## src/rtl/erc_pkg.sv

```systemverilog
// Shared constants for the edge capture-and-replay controller.
// Assumes 64-byte register regions selected by address bits [11:6].
package erc_pkg;
    localparam int WORD_W = 32;
    typedef enum logic [5:0] {
        RG_ACK  = 6'd1,
        RG_MSET = 6'd3,
        RG_MCLR = 6'd4,
        RG_SSET = 6'd6,
        RG_SCLR = 6'd7,
        RG_PSET = 6'd9,
        RG_PCLR = 6'd10,
        RG_CTRL = 6'd12
    } region_e;
    localparam int CTRL_EN    = 0;
    localparam int CTRL_EDGE  = 1;
    localparam int CTRL_FLUSH = 2;
endpackage

```

## src/rtl/erc_regfile.sv

```systemverilog
// Register file: per-line set/clear configuration arrays, control word,
// acknowledge strobes and read mux. Assumes NUM_LINES <= 512 (16 words
// per region) and APB-style two-phase accesses.
module erc_regfile
    import erc_pkg::*;
#(
    parameter int NUM_LINES = 64
) (
    input  logic                 clk,
    input  logic                 rst_n,
    input  logic                 psel,
    input  logic                 penable,
    input  logic                 pwrite,
    input  logic [11:0]          paddr,
    input  logic [31:0]          pwdata,
    output logic [31:0]          prdata,
    input  logic [NUM_LINES-1:0] pend_i,
    output logic [NUM_LINES-1:0] mask_o,
    output logic [NUM_LINES-1:0] sens_o,
    output logic [NUM_LINES-1:0] pol_o,
    output logic [NUM_LINES-1:0] ack_o,
    output logic                 en_o,
    output logic                 edg_o,
    output logic                 flush_o
);
    localparam int NW = (NUM_LINES + WORD_W - 1) / WORD_W;
    localparam int NP = NW * WORD_W;

    logic [5:0]     region;
    logic [3:0]     widx;
    logic           wr;
    logic [NP-1:0]  wbits;
    logic [NUM_LINES-1:0] mset, mclr, sset, sclr, pset, pclr;
    logic [NP-1:0]  mask_p, sens_p, pol_p, pend_p;

    assign region = paddr[11:6];
    assign widx   = paddr[5:2];
    assign wr     = psel && penable && pwrite && (paddr[1:0] == 2'b00);

    // Place the write data into the addressed word of a full-width vector.
    for (genvar w = 0; w < NW; w++) begin : g_word
        assign wbits[w*WORD_W +: WORD_W] = (widx == 4'(w)) ? pwdata : '0;
    end

    // Per-array write strobes.
    assign mset  = (wr && region == RG_MSET) ? wbits[NUM_LINES-1:0] : '0;
    assign mclr  = (wr && region == RG_MCLR) ? wbits[NUM_LINES-1:0] : '0;
    assign sset  = (wr && region == RG_SSET) ? wbits[NUM_LINES-1:0] : '0;
    assign sclr  = (wr && region == RG_SCLR) ? wbits[NUM_LINES-1:0] : '0;
    assign pset  = (wr && region == RG_PSET) ? wbits[NUM_LINES-1:0] : '0;
    assign pclr  = (wr && region == RG_PCLR) ? wbits[NUM_LINES-1:0] : '0;
    assign ack_o = (wr && region == RG_ACK)  ? wbits[NUM_LINES-1:0] : '0;

    // Configuration arrays: set forces ones, clear forces zeros.
    always_ff @(posedge clk) begin
        if (!rst_n) begin
            mask_o <= '1;
            sens_o <= '0;
            pol_o  <= '1;
        end else begin
            mask_o <= (mask_o | mset) & ~mclr;
            sens_o <= (sens_o | sset) & ~sclr;
            pol_o  <= (pol_o  | pset) & ~pclr;
        end
    end

    // Control word; the flush bit is a one-cycle strobe.
    always_ff @(posedge clk) begin
        if (!rst_n) begin
            en_o    <= 1'b0;
            edg_o   <= 1'b0;
            flush_o <= 1'b0;
        end else if (wr && region == RG_CTRL && widx == 4'd0) begin
            en_o    <= pwdata[CTRL_EN];
            edg_o   <= pwdata[CTRL_EDGE];
            flush_o <= pwdata[CTRL_FLUSH];
        end else begin
            flush_o <= 1'b0;
        end
    end

    // Zero-pad arrays to whole words for the read mux.
    always_comb begin
        mask_p = '0; sens_p = '0; pol_p = '0; pend_p = '0;
        mask_p[NUM_LINES-1:0] = mask_o;
        sens_p[NUM_LINES-1:0] = sens_o;
        pol_p[NUM_LINES-1:0]  = pol_o;
        pend_p[NUM_LINES-1:0] = pend_i;
    end

    function automatic logic [31:0] pick(input logic [NP-1:0] v, input logic [3:0] i);
        logic [31:0] r;
        r = '0;
        for (int w = 0; w < NW; w++) begin
            if (i == 4'(w)) r = v[w*WORD_W +: WORD_W];
        end
        return r;
    endfunction

    // Read mux: both addresses of a pair return the same array.
    always_comb begin
        case (region)
            RG_ACK:           prdata = pick(pend_p, widx);
            RG_MSET, RG_MCLR: prdata = pick(mask_p, widx);
            RG_SSET, RG_SCLR: prdata = pick(sens_p, widx);
            RG_PSET, RG_PCLR: prdata = pick(pol_p, widx);
            RG_CTRL:          prdata = (widx == 4'd0) ? {29'd0, 1'b0, edg_o, en_o} : '0;
            default:          prdata = '0;
        endcase
    end

    // the flush strobe never lasts beyond one cycle.
    assert_flush_one_cycle_R7: assert property (@(posedge clk) disable iff (!rst_n)
        flush_o |=> !flush_o);

    // bits written to the mask clear address read back as 0.
    assert_mask_clear_R2: assert property (@(posedge clk) disable iff (!rst_n)
        (wr && region == RG_MCLR) |=> ((mask_o & $past(mclr)) == '0));
endmodule

```

## src/rtl/erc_edge_det.sv

```systemverilog
// Edge detector: registers the previous input level and flags an edge of
// the configured polarity per line (polarity 1 = rising, 0 = falling).
// Assumes inputs are already synchronous to clk.
module erc_edge_det #(
    parameter int NUM_LINES = 64
) (
    input  logic                 clk,
    input  logic                 rst_n,
    input  logic [NUM_LINES-1:0] in_i,
    input  logic [NUM_LINES-1:0] pol_i,
    output logic [NUM_LINES-1:0] hit_o
);
    logic [NUM_LINES-1:0] prev_q;

    // Previous-cycle input level.
    always_ff @(posedge clk) begin
        if (!rst_n) prev_q <= '0;
        else        prev_q <= in_i;
    end

    assign hit_o = (pol_i & in_i & ~prev_q) | (~pol_i & ~in_i & prev_q);
endmodule

```

## src/rtl/erc_pending.sv

```systemverilog
// Pending storage and replay: records qualified edges, drives a one-cycle
// replay vector on flush, and clears replayed or acknowledged bits. An edge
// recorded in the same cycle as a clear wins, so it is kept.
module erc_pending #(
    parameter int NUM_LINES = 64
) (
    input  logic                 clk,
    input  logic                 rst_n,
    input  logic                 rec_en_i,
    input  logic [NUM_LINES-1:0] mask_i,
    input  logic [NUM_LINES-1:0] sens_i,
    input  logic [NUM_LINES-1:0] hit_i,
    input  logic                 flush_i,
    input  logic [NUM_LINES-1:0] ack_i,
    output logic [NUM_LINES-1:0] pend_o,
    output logic [NUM_LINES-1:0] replay_o
);
    logic [NUM_LINES-1:0] rec;

    assign rec      = {NUM_LINES{rec_en_i}} & ~mask_i & ~sens_i & hit_i;
    assign replay_o = flush_i ? pend_o : '0;

    // Pending bits: clear on ack or replay, set on a recorded edge.
    always_ff @(posedge clk) begin
        if (!rst_n) pend_o <= '0;
        else        pend_o <= (pend_o & ~(ack_i | replay_o)) | rec;
    end

    // a newly pending bit was unmasked and edge-sensitive.
    assert_masked_no_record_R5: assert property (@(posedge clk) disable iff (!rst_n)
        1'b1 |=> ((pend_o & ~$past(pend_o) & ($past(mask_i) | $past(sens_i))) == '0));

    // nothing becomes pending while recording is off.
    assert_no_record_off_R6: assert property (@(posedge clk) disable iff (!rst_n)
        !rec_en_i |=> ((pend_o & ~$past(pend_o)) == '0));

    // after a flush only re-hit lines remain pending.
    assert_flush_clears_R7: assert property (@(posedge clk) disable iff (!rst_n)
        flush_i |=> ((pend_o & ~$past(hit_i)) == '0));

    // acknowledged bits clear unless re-hit.
    assert_ack_clears_R8: assert property (@(posedge clk) disable iff (!rst_n)
        (ack_i != '0) |=> ((pend_o & $past(ack_i) & ~$past(hit_i)) == '0));
endmodule

```

## src/rtl/edge_replay_ctrl.sv

```systemverilog
// Top: edge capture-and-replay interrupt controller. Passes lines through
// while disabled; while enabled, outputs only replay pulses.
// Assumes synchronous inputs and a register bus in the same clock domain.
module edge_replay_ctrl #(
    parameter int NUM_LINES = 64
) (
    input  logic                 clk,
    input  logic                 rst_n,
    input  logic                 psel,
    input  logic                 penable,
    input  logic                 pwrite,
    input  logic [11:0]          paddr,
    input  logic [31:0]          pwdata,
    output logic [31:0]          prdata,
    input  logic [NUM_LINES-1:0] irq_in,
    output logic [NUM_LINES-1:0] irq_out
);
    logic [NUM_LINES-1:0] mask, sens, pol, ack, hit, pend, replay;
    logic en, edg, flush;

    erc_regfile #(.NUM_LINES(NUM_LINES)) regs_i (
        .clk(clk), .rst_n(rst_n), .psel(psel), .penable(penable),
        .pwrite(pwrite), .paddr(paddr), .pwdata(pwdata), .prdata(prdata),
        .pend_i(pend), .mask_o(mask), .sens_o(sens), .pol_o(pol),
        .ack_o(ack), .en_o(en), .edg_o(edg), .flush_o(flush)
    );

    erc_edge_det #(.NUM_LINES(NUM_LINES)) edet_i (
        .clk(clk), .rst_n(rst_n), .in_i(irq_in), .pol_i(pol), .hit_o(hit)
    );

    erc_pending #(.NUM_LINES(NUM_LINES)) pend_i (
        .clk(clk), .rst_n(rst_n), .rec_en_i(en && edg), .mask_i(mask),
        .sens_i(sens), .hit_i(hit), .flush_i(flush), .ack_i(ack),
        .pend_o(pend), .replay_o(replay)
    );

    // Output: pass-through when disabled, plus replay pulses.
    assign irq_out = (en ? '0 : irq_in) | replay;

    // while enabled, any active output is a pending line being replayed.
    assert_enabled_quiet_R6: assert property (@(posedge clk) disable iff (!rst_n)
        en |-> ((irq_out & ~pend) == '0));
endmodule

```

## config.mk

```make
export PLATFORM = sky130hd
export DESIGN_NAME = edge_replay_ctrl
export DESIGN_NICKNAME = d
export VERILOG_FILES = /design/src/rtl/erc_pkg.sv /design/src/rtl/erc_regfile.sv /design/src/rtl/erc_edge_det.sv /design/src/rtl/erc_pending.sv /design/src/rtl/edge_replay_ctrl.sv
export SDC_FILE = /design/constraint.sdc
export NUM_CORES = 1
export LEC_CHECK = 0
export ABC_AREA = 1
export ABC_CLOCK_PERIOD_IN_PS = 1700
export BUFFER_PORTS_ARGS = -buffer_cell sky130_fd_sc_hd__buf_2
export CAP_MARGIN = 20
export CORE_MARGIN = 2
export CORE_UTILIZATION = 42
export DETAILED_ROUTE_END_ITERATION = 6
export MAX_ROUTING_LAYER = met4
export PLACE_DENSITY_LB_ADDON = 0.15
export SLEW_MARGIN = 5
export SYNTH_ARGS = -nofsm -noshare
export SYNTH_HDL_FRONTEND = slang
export SYNTH_SLANG_ARGS = --single-unit
```

## constraint.sdc

```tcl
create_clock -name clk -period 1.7 [get_ports clk]
set_clock_uncertainty 0.2 [all_clocks]
set_input_delay 0.17 -clock clk [delete_from_list [all_inputs] [get_ports clk]]
set_output_delay 0.17 -clock clk [all_outputs]
set_load 0.02 [all_outputs]
```

==> results.py, run 1 <==
metrics = {
    "status": {
        "outcome": "finished with violations",
        "violations": "negative setup slack",
    },
    "detailed_routing": {
        "viasPerCell": 5.35,
        "vias": 22600,
        "drt_wl_total_mm": 78.5,
        "final_antenna_net_count": 0,
        "drt_iter0_markers": 2173,
        "drc": 0,
        "drt_first_pass_iters": 7,
        "wl_per_cell_um": 18.6,
    },
    "floorplan": {
        "coreArea_mm2": 0.0430,
        "die_area_mm2": 0.0451,
        "io_pins": 209,
        "rows": 76,
        "dieHeight_um": 212,
        "floorplan.initialDensity": 0.425,
        "fp.dieW_um": 212,
    },
    "clock_network": {
        "cts_tree": "built",
        "root_buffer": "clkbuf_16",
        "path_clk_slew_ns": 0.06,
        "clk_latency_ns": 0.57,
        "htree_levels": 2,
        "numCtsBuffers": 38,
        "cts.sinks": 323,
        "clockBufferDepth": 3,
    },
    "pwr": {
        "power_density_mw_per_mm2": 652,
        "leakage_nw": 13.1,
        "ir_drop_mv": 0.752,
    },
    "final_layout": {
        "fin_cells": 4230,
        "nets": 3731,
        "layout-drive-gt1-share": 0.336,
        "syn2layout_area_growth_pct": 55.4,
    },
    "setup_path": {
        "critPathSlowestCell": "dfxtp_4",
        "crit_required_ns": 1.33,
        "startpoint_type": "flip-flop",
        "crit_path_end_kind": "output port",
        "crit_chain": "buf_12, clkbuf_16, o22ai_4, buf_6",
        "timing.critical_path.fanout_max": 6,
        "arrival_ns": 1.67,
        "crit_buf_inv": 3,
        "r2r_setup_slack_ns": -0.11,
        "path_class": "flip-flop to output port",
        "worst_path_largest_cell_delay_ns": 0.38,
        "path_delay_family": "buffers and inverters",
    },
    "synth": {
        "synth_area_leaders": "dfxtp_1 35%, nand2_1 24%, inv_1 8.9%",
        "synth_warnings": 0,
        "synth_top_area_cell": "dfxtp_1",
        "synth_top_area_frac": 0.354,
        "synth_nets": 3213,
        "syn_area_per_cell_um2": 5.89,
        "ys_ff_latch": 323,
        "synth_seq_area_share": 0.354,
        "synth_cell_types": 23,
        "synth_cells": 3100,
        "syn_area_mm2": 0.0183,
    },
    "timing": {
        "post-route-min-period_ns": 2.04,
        "timing.final.ws_setup_ns": -0.340,
        "slew_violations": 0,
        "rsz0062_at_grt": "yes",
        "worst_slew_pin_slew_ns": 0.427,
        "period_share": 1.20,
        "hold_viol": 0,
        "setup-violations-final": 105,
        "hold_ws_ns": 0.0450,
        "max_freq_mhz": 490,
        "maxSlewHeadroom": 0.715,
    },
    "grt": {
        "grt_max_degree": 77,
        "antenna_found_initial": 1,
        "grt_pass1_vias": 21200,
        "overflow": 0,
        "grt_use_total": 0.317,
        "grt_pass1_wl_mm": 111,
    },
    "min_path": {
        "hold_path_class": "primary input to flip-flop",
    },
    "run": {
        "cap_violations": 0,
    },
    "placement": {
        "numPortBuffers": 208,
        "post-place-cells": 3861,
        "dp_slack_ns": -0.226,
        "routabilityCongestion": 0.910,
        "dpl.hpwl_mm": 42.1,
    },
}
==> placed cells by master (no fill, tap or decap), types with 6 or more instances in the layout <==
cell           instances
nor2_1               172
buf_4                236
o21ai_2               52
buf_8                  7
clkbuf_1              10
o21ai_1               70
o22ai_2               26
o21bai_1              13
dfxtp_1              126
buf_6                102
nor2_4                17
nand3_1              178
nand3_2               86
inv_1                344
inv_2                 88
nand3_4                6
buf_16                15
dfxtp_2              195
nor3_1                24
o22ai_4               32
nor3_2                39
nor2_2                45
nand2_1             1132
nand4_1               30
clkbuf_16             61
buf_12                64
dlygate4sd3_1        102
clkbuf_8              12
nand2_2               13
o21ai_0               15
buf_2                105
a21oi_1              197
o22ai_1                6
==> cells in the mapped netlist (all sizes together) <==
library cell	number
o21ai	137
nand4	30
a21oi	199
nor2	234
buf	76
nand3	270
nor3	66
nand2	1149
o21bai	13
o22ai	64
dfxtp	323
clkbuf	102
inv	436
and2	1
==> logic make-up after synthesis <==
family	after synthesis	synth area share
buffers and inverters	614	0.130
AOI/OAI and AO/OA	413	0.119
DFF	323	0.354
and+or+nand+nor	1750	0.396
==> through the flow <==
stage | instance area (µm²) | util | power, mW | setup TNS (ns)
finish | 28400 | 0.660 | 18.5 | -23.61
global route | 28400 | 0.660 | 19.0 | -28.03
CTS | 25900 | 0.604 | 18.1 | -22.91
detailed placement | 21200 | 0.492 | 9.33 | -29.24
global placement | 21200 | 0.492 | 9.31 | -22.36
floorplan | 18300 | - | 8.63 | 0
==> final cells by class <==
type / instances / area (µm²)
Fill cell: 3656 / 14600
Multi-Input combinational cell: 2163 / 11100
Timing Repair Buffer: 656 / 6900
Sequential cell: 323 / 6720
Inverter: 436 / 1650
Clock buffer: 60 / 1160
Tap cell: 585 / 732
Clock inverter: 6 / 83.8
Antenna cell: 1 / 2.50
==> tightest hold or removal path, delay by kind of cell <==
kind	cells	cell delay, ns
simple gates	5	0.34
buf+inv	2	0.25
==> path summary, 6_finish.rpt <==
| kind | endpoint | start | depth (start not counted) |
|---|---|---|---|
| setup reg to reg | pend_i.pend_o[52]$_SDFF_PN0_ | regs_i.en_o$_SDFFE_PN0P_ | 7 |
| hold / removal | regs_i.pol_o[55]$_SDFF_PN1_ | pwrite | 7 |
| hold reg to reg | regs_i.sens_o[55]$_SDFF_PN0_ | regs_i.sens_o[55]$_SDFF_PN0_ | 2 |
| setup / recovery | irq_out[38] | regs_i.en_o$_SDFFE_PN0P_ | 4 |
==> what timing repair did <==
item | 4_1_cts | 5_1_grt
endpoints found under the setup margin | 96 | 100
hold endpoints to repair | 311 | 0
pin swaps | 126 | 124
setup buffers | 119 | 43
hold buffers | 102 | 0
cloned | 9 | 36
resized for setup | 631 | 332
==> registers in the layout, indices dropped and copies added, names as in the netlist <==
name / cells
regs_i.en_o: 1
regs_i.mask_o: 64
regs_i.sens_o: 64
regs_i.edg_o: 1
edet_i.prev_q: 64
regs_i.pol_o: 64
regs_i.flush_o: 1
pend_i.pend_o: 64
==> layer usage <==
| layer | vias up | wire length (µm) | track usage |
|---|---|---|---|
| met1 | 10500 | 30300 | 0.379 |
| met2 | 1111 | 36900 | 0.531 |
| li1 | 10700 | - | - |
| met5 | - | 0 | - |
| met4 | 0 | 4630 | 0.137 |
| met3 | 313 | 6720 | 0.0487 |
==> power breakdown <==
part	internal, mW	switching, mW	total (mW)
Combinational	1.05	1.26	2.32
Sequential	7.64	0.0397	7.68
Clock	4.99	3.49	8.48
No activity file was read; power rests on OpenSTA's default activity.
==> run 2, diff against run 1 <==
Settings changed: CELL_PAD_IN_SITES_DETAIL_PLACEMENT from default to 1, CELL_PAD_IN_SITES_GLOBAL_PLACEMENT from default to 1, CORE_UTILIZATION 42 to 41.
==> run 2 against run 1 <==
  * The run now fails in 5_1_grt
  * Synthesized area unchanged
  * Synthesized cell count unchanged
==> results.py, run 2 <==
metrics = {
    "status": {
        "outcome": "did not finish",
        "haltStage": "5_1_grt",
        "tool.error": "[ERROR GRT-0232] Routing congestion too high. Check the congestion heatmap in the GUI.",
    },
    "synth": {
        "synth_top_area_frac": 0.354,
        "synth_top_cells_by_count": "1149 x nand2_1, 434 x inv_1, 323 x dfxtp_1",
        "ys.flop_type": "dfxtp_1",
        "syn_area_mm2": 0.0183,
        "synth_edf_count": 0,
        "synth_warnings": 0,
        "synth_area_leaders": "dfxtp_1 35%, nand2_1 24%, inv_1 8.9%",
        "syn_area_per_cell_um2": 5.89,
        "synth_cell_types": 23,
        "synth_top_area_cell": "dfxtp_1",
        "synth_nets": 3213,
        "yosysMostFrequentCell": "nand2_1",
        "synth_cells": 3100,
        "async_reset_ff_frac": 0,
        "ys_ff_latch": 323,
        "synth_seq_area_share": 0.354,
    },
    "floorplan": {
        "floorplan.initialDensity": 0.414,
        "rows": 77,
        "dieHeight_um": 215,
        "fp.dieW_um": 215,
        "io_pins": 209,
    },
    "clock_network": {
        "clockBufferDepth": 3,
        "cts.sinks": 323,
        "numCtsBuffers": 40,
        "root_buffer": "clkbuf_16",
        "htree_levels": 2,
    },
    "grt": {
        "grt_max_degree": 65,
        "overflow": 31,
        "antenna_found_initial": 12,
        "grt_use_total": 0.825,
    },
    "placement": {
        "numPortBuffers": 208,
        "dpl.hpwl_mm": 49.3,
        "routabilityCongestion": 0.862,
    },
    "timing": {
        "grt-worst-endpoint": "irq_out[22]",
        "worstEpCategory": "primary output",
    },
}
## run 2: cell counts after synthesis
Identical to the previous run, type by type.
## run 2: cell families after synthesis
logic type / Yosys count / synth area share
buffers and inverters: 614 / 0.130
flip-flops: 323 / 0.354
AND/OR/NAND/NOR: 1750 / 0.396
AO/OA/AOI/OAI: 413 / 0.119
## run 2: routing by layer
layer | GRT overflow | global-route usage
met4 | 18 | 0.850
met5 | - | -
met1 | 0 | 0.797
met3 | 4 | 0.691
met2 | 9 | 0.948
## run 2: per-stage QoR
step	area, µm²	utilization	setup WS [ns]	std cells	TNS, ns
CTS	26600	0.603	-0.350	4178	-24.53
floorplan	18300	-	0.0474	3100	0
global placement	21200	0.480	-0.232	3867	-21.34
detailed placement	21200	0.480	-0.260	3867	-34.08
## run 2: timing repair
item	in CTS
endpoints found under the setup margin	96
buffers inserted	115
hold endpoints to repair	314
pin swaps	181
hold buffers	113
gates cloned	16
resized for setup	709
==> run 3, diff against run 2 <==
Settings changed: CELL_PAD_IN_SITES_DETAIL_PLACEMENT 1 to default, CELL_PAD_IN_SITES_GLOBAL_PLACEMENT 1 to default, CORE_UTILIZATION 41 to 27, MAX_ROUTING_LAYER met4 to default.
==> run 3 against run 2 <==
  * The flow now finishes, with violations (negative setup slack)
==> results.py, run 3 (synthesis results as in run 1) <==
metrics = {
    "pwr": {
        "finalPower_mw": 19.5,
        "leakage_nw": 13.4,
        "power_density_mw_per_mm2": 662,
        "ir_drop_mv": 0.631,
    },
    "grt": {
        "grt_pass1_wl_mm": 124,
        "grt_pass1_vias": 20400,
        "grt_util_met2": 0.379,
        "grt_use_total": 0.230,
        "busiest_layer": "met2",
        "grt_max_degree": 65,
        "met1_usage": 0.316,
        "antenna_found_initial": 0,
        "overflow": 0,
        "met3_usage": 0.0337,
    },
    "placement": {
        "dp_slack_ns": -0.324,
        "dpl.hpwl_mm": 48.2,
        "routabilityCongestion": 0.798,
        "post-place-cells": 4191,
        "placed_cell_area_mm2": 0.0219,
        "numPortBuffers": 208,
    },
    "timing": {
        "period_share": 1.23,
        "max_freq_mhz": 478,
        "hold_ws_ns": 0.0337,
        "post-route-min-period_ns": 2.09,
        "worst_slew_pin_slew_ns": 0.486,
        "setup-violations-final": 161,
        "timing.final.ws_setup_ns": -0.393,
        "hold_viol": 0,
        "fin_tns_setup_ns": -40.66,
        "maxSlewHeadroom": 0.676,
        "slew_violations": 0,
        "rsz0062_at_grt": "yes",
    },
    "status": {
        "outcome": "finished with violations",
        "violations": "negative setup slack",
    },
    "min_path": {
        "hp-start": "pwrite",
        "hold_path_class": "primary input to flip-flop",
        "hold-path-cell-count": 7,
        "min_to": "regs_i.pol_o[63]$_SDFF_PN1_",
    },
    "detailed_routing": {
        "viasPerCell": 4.74,
        "wl_per_cell_um": 18.6,
        "drt_iter0_markers": 1497,
        "vias": 21600,
        "drt_wl_total_mm": 85.0,
        "drc": 0,
        "drt_first_pass_iters": 5,
        "final_antenna_net_count": 0,
    },
    "final_layout": {
        "fin_util": 0.439,
        "layout-drive-gt1-share": 0.300,
        "fin_cells": 4557,
        "layout.cells.most_common": "nand2_1",
        "syn2layout_area_growth_pct": 61.1,
        "diodes": 0,
        "design_area_mm2": 0.0294,
        "mostFrequentLayoutCells": "1127 x nand2_1, 363 x inv_1, 198 x a21oi_1, 190 x buf_4, 186 x nand3_1",
        "nets": 3767,
        "fillerInstances": 6943,
    },
    "floorplan": {
        "io_pins": 209,
        "dieHeight_um": 264,
        "fp.dieW_um": 264,
        "rows": 95,
        "coreArea_mm2": 0.0670,
        "floorplan.initialDensity": 0.272,
        "die_area_mm2": 0.0697,
    },
    "setup_path": {
        "startpoint_type": "flip-flop",
        "timing.critical_path.fanout_max": 9,
        "r2r_setup_slack_ns": -0.02,
        "r2r_cells": 6,
        "arrival_ns": 1.72,
        "crit_required_ns": 1.33,
        "path_class": "flip-flop to output port",
        "r2r_start": "regs_i.en_o$_SDFFE_PN0P_",
        "crit_path_end_kind": "output port",
        "r2r-end": "pend_i.pend_o[3]$_SDFF_PN0_",
    },
    "clock_network": {
        "cts_tree": "built",
        "htree_levels": 2,
        "clockBufferDepth": 3,
        "numCtsBuffers": 42,
        "cts.sinks": 323,
        "path_clk_slew_ns": 0.06,
        "clk_latency_ns": 0.58,
        "root_buffer": "clkbuf_16",
    },
    "run": {
        "cap_violations": 0,
    },
}
-- run 3: layer usage --
metal,vias up,wire (µm)
met5,-,0
met4,0,2250
met3,115,4930
met2,591,38700
met1,10100,39000
li1,10800,-
-- run 3: worst max-delay path, stage by stage (launching register included) --
cell and delay [ns]:
dfxtp_4 0.51, buf_16 0.20, buf_12 0.16, o22ai_1 0.09
buf_4 0.16
-- run 3: power breakdown --
part	internal, mW	switching, mW
Combinational	1.25	1.35
Sequential	7.65	0.0385
Clock	5.45	3.73
Total	14.3	5.12
-- run 3: how the worst max path moves through the flow --
stage | depth (start not counted) | to | slack (ns) | start
after detailed placement | 9 | prdata[17] | -0.32 | paddr[3]
after global routing | 4 | irq_out[21] | -0.42 | regs_i.en_o$_SDFFE_PN0P_
after global placement | 9 | prdata[17] | -0.33 | paddr[3]
final | 4 | irq_out[22] | -0.39 | regs_i.en_o$_SDFFE_PN0P_
after floorplan | 4 | irq_out[10] | 0.05 | regs_i.flush_o$_SDFF_PN0_
after CTS | 4 | irq_out[62] | -0.42 | regs_i.en_o$_SDFFE_PN0P_
-- run 3: layout make-up --
cell class	count	area [µm²]	area share
multi-input combinational	2164	11000	0.375
timing repair buffer	687	7580	0.258
sequential	323	6650	0.226
inverter	436	1660	0.0564
clock buffer	71	1330	0.0453
tap	873	1090	0.0371
clock inverter	3	62.6	0.00213
-- run 3: what timing repair did --
action,4_1_cts,5_1_grt
gates cloned,30,14
pin swaps,88,145
hold buffers,160,1
resized for setup,482,412
setup endpoints to repair,96,158
buffers inserted,54,40
endpoints found under the hold margin,322,66
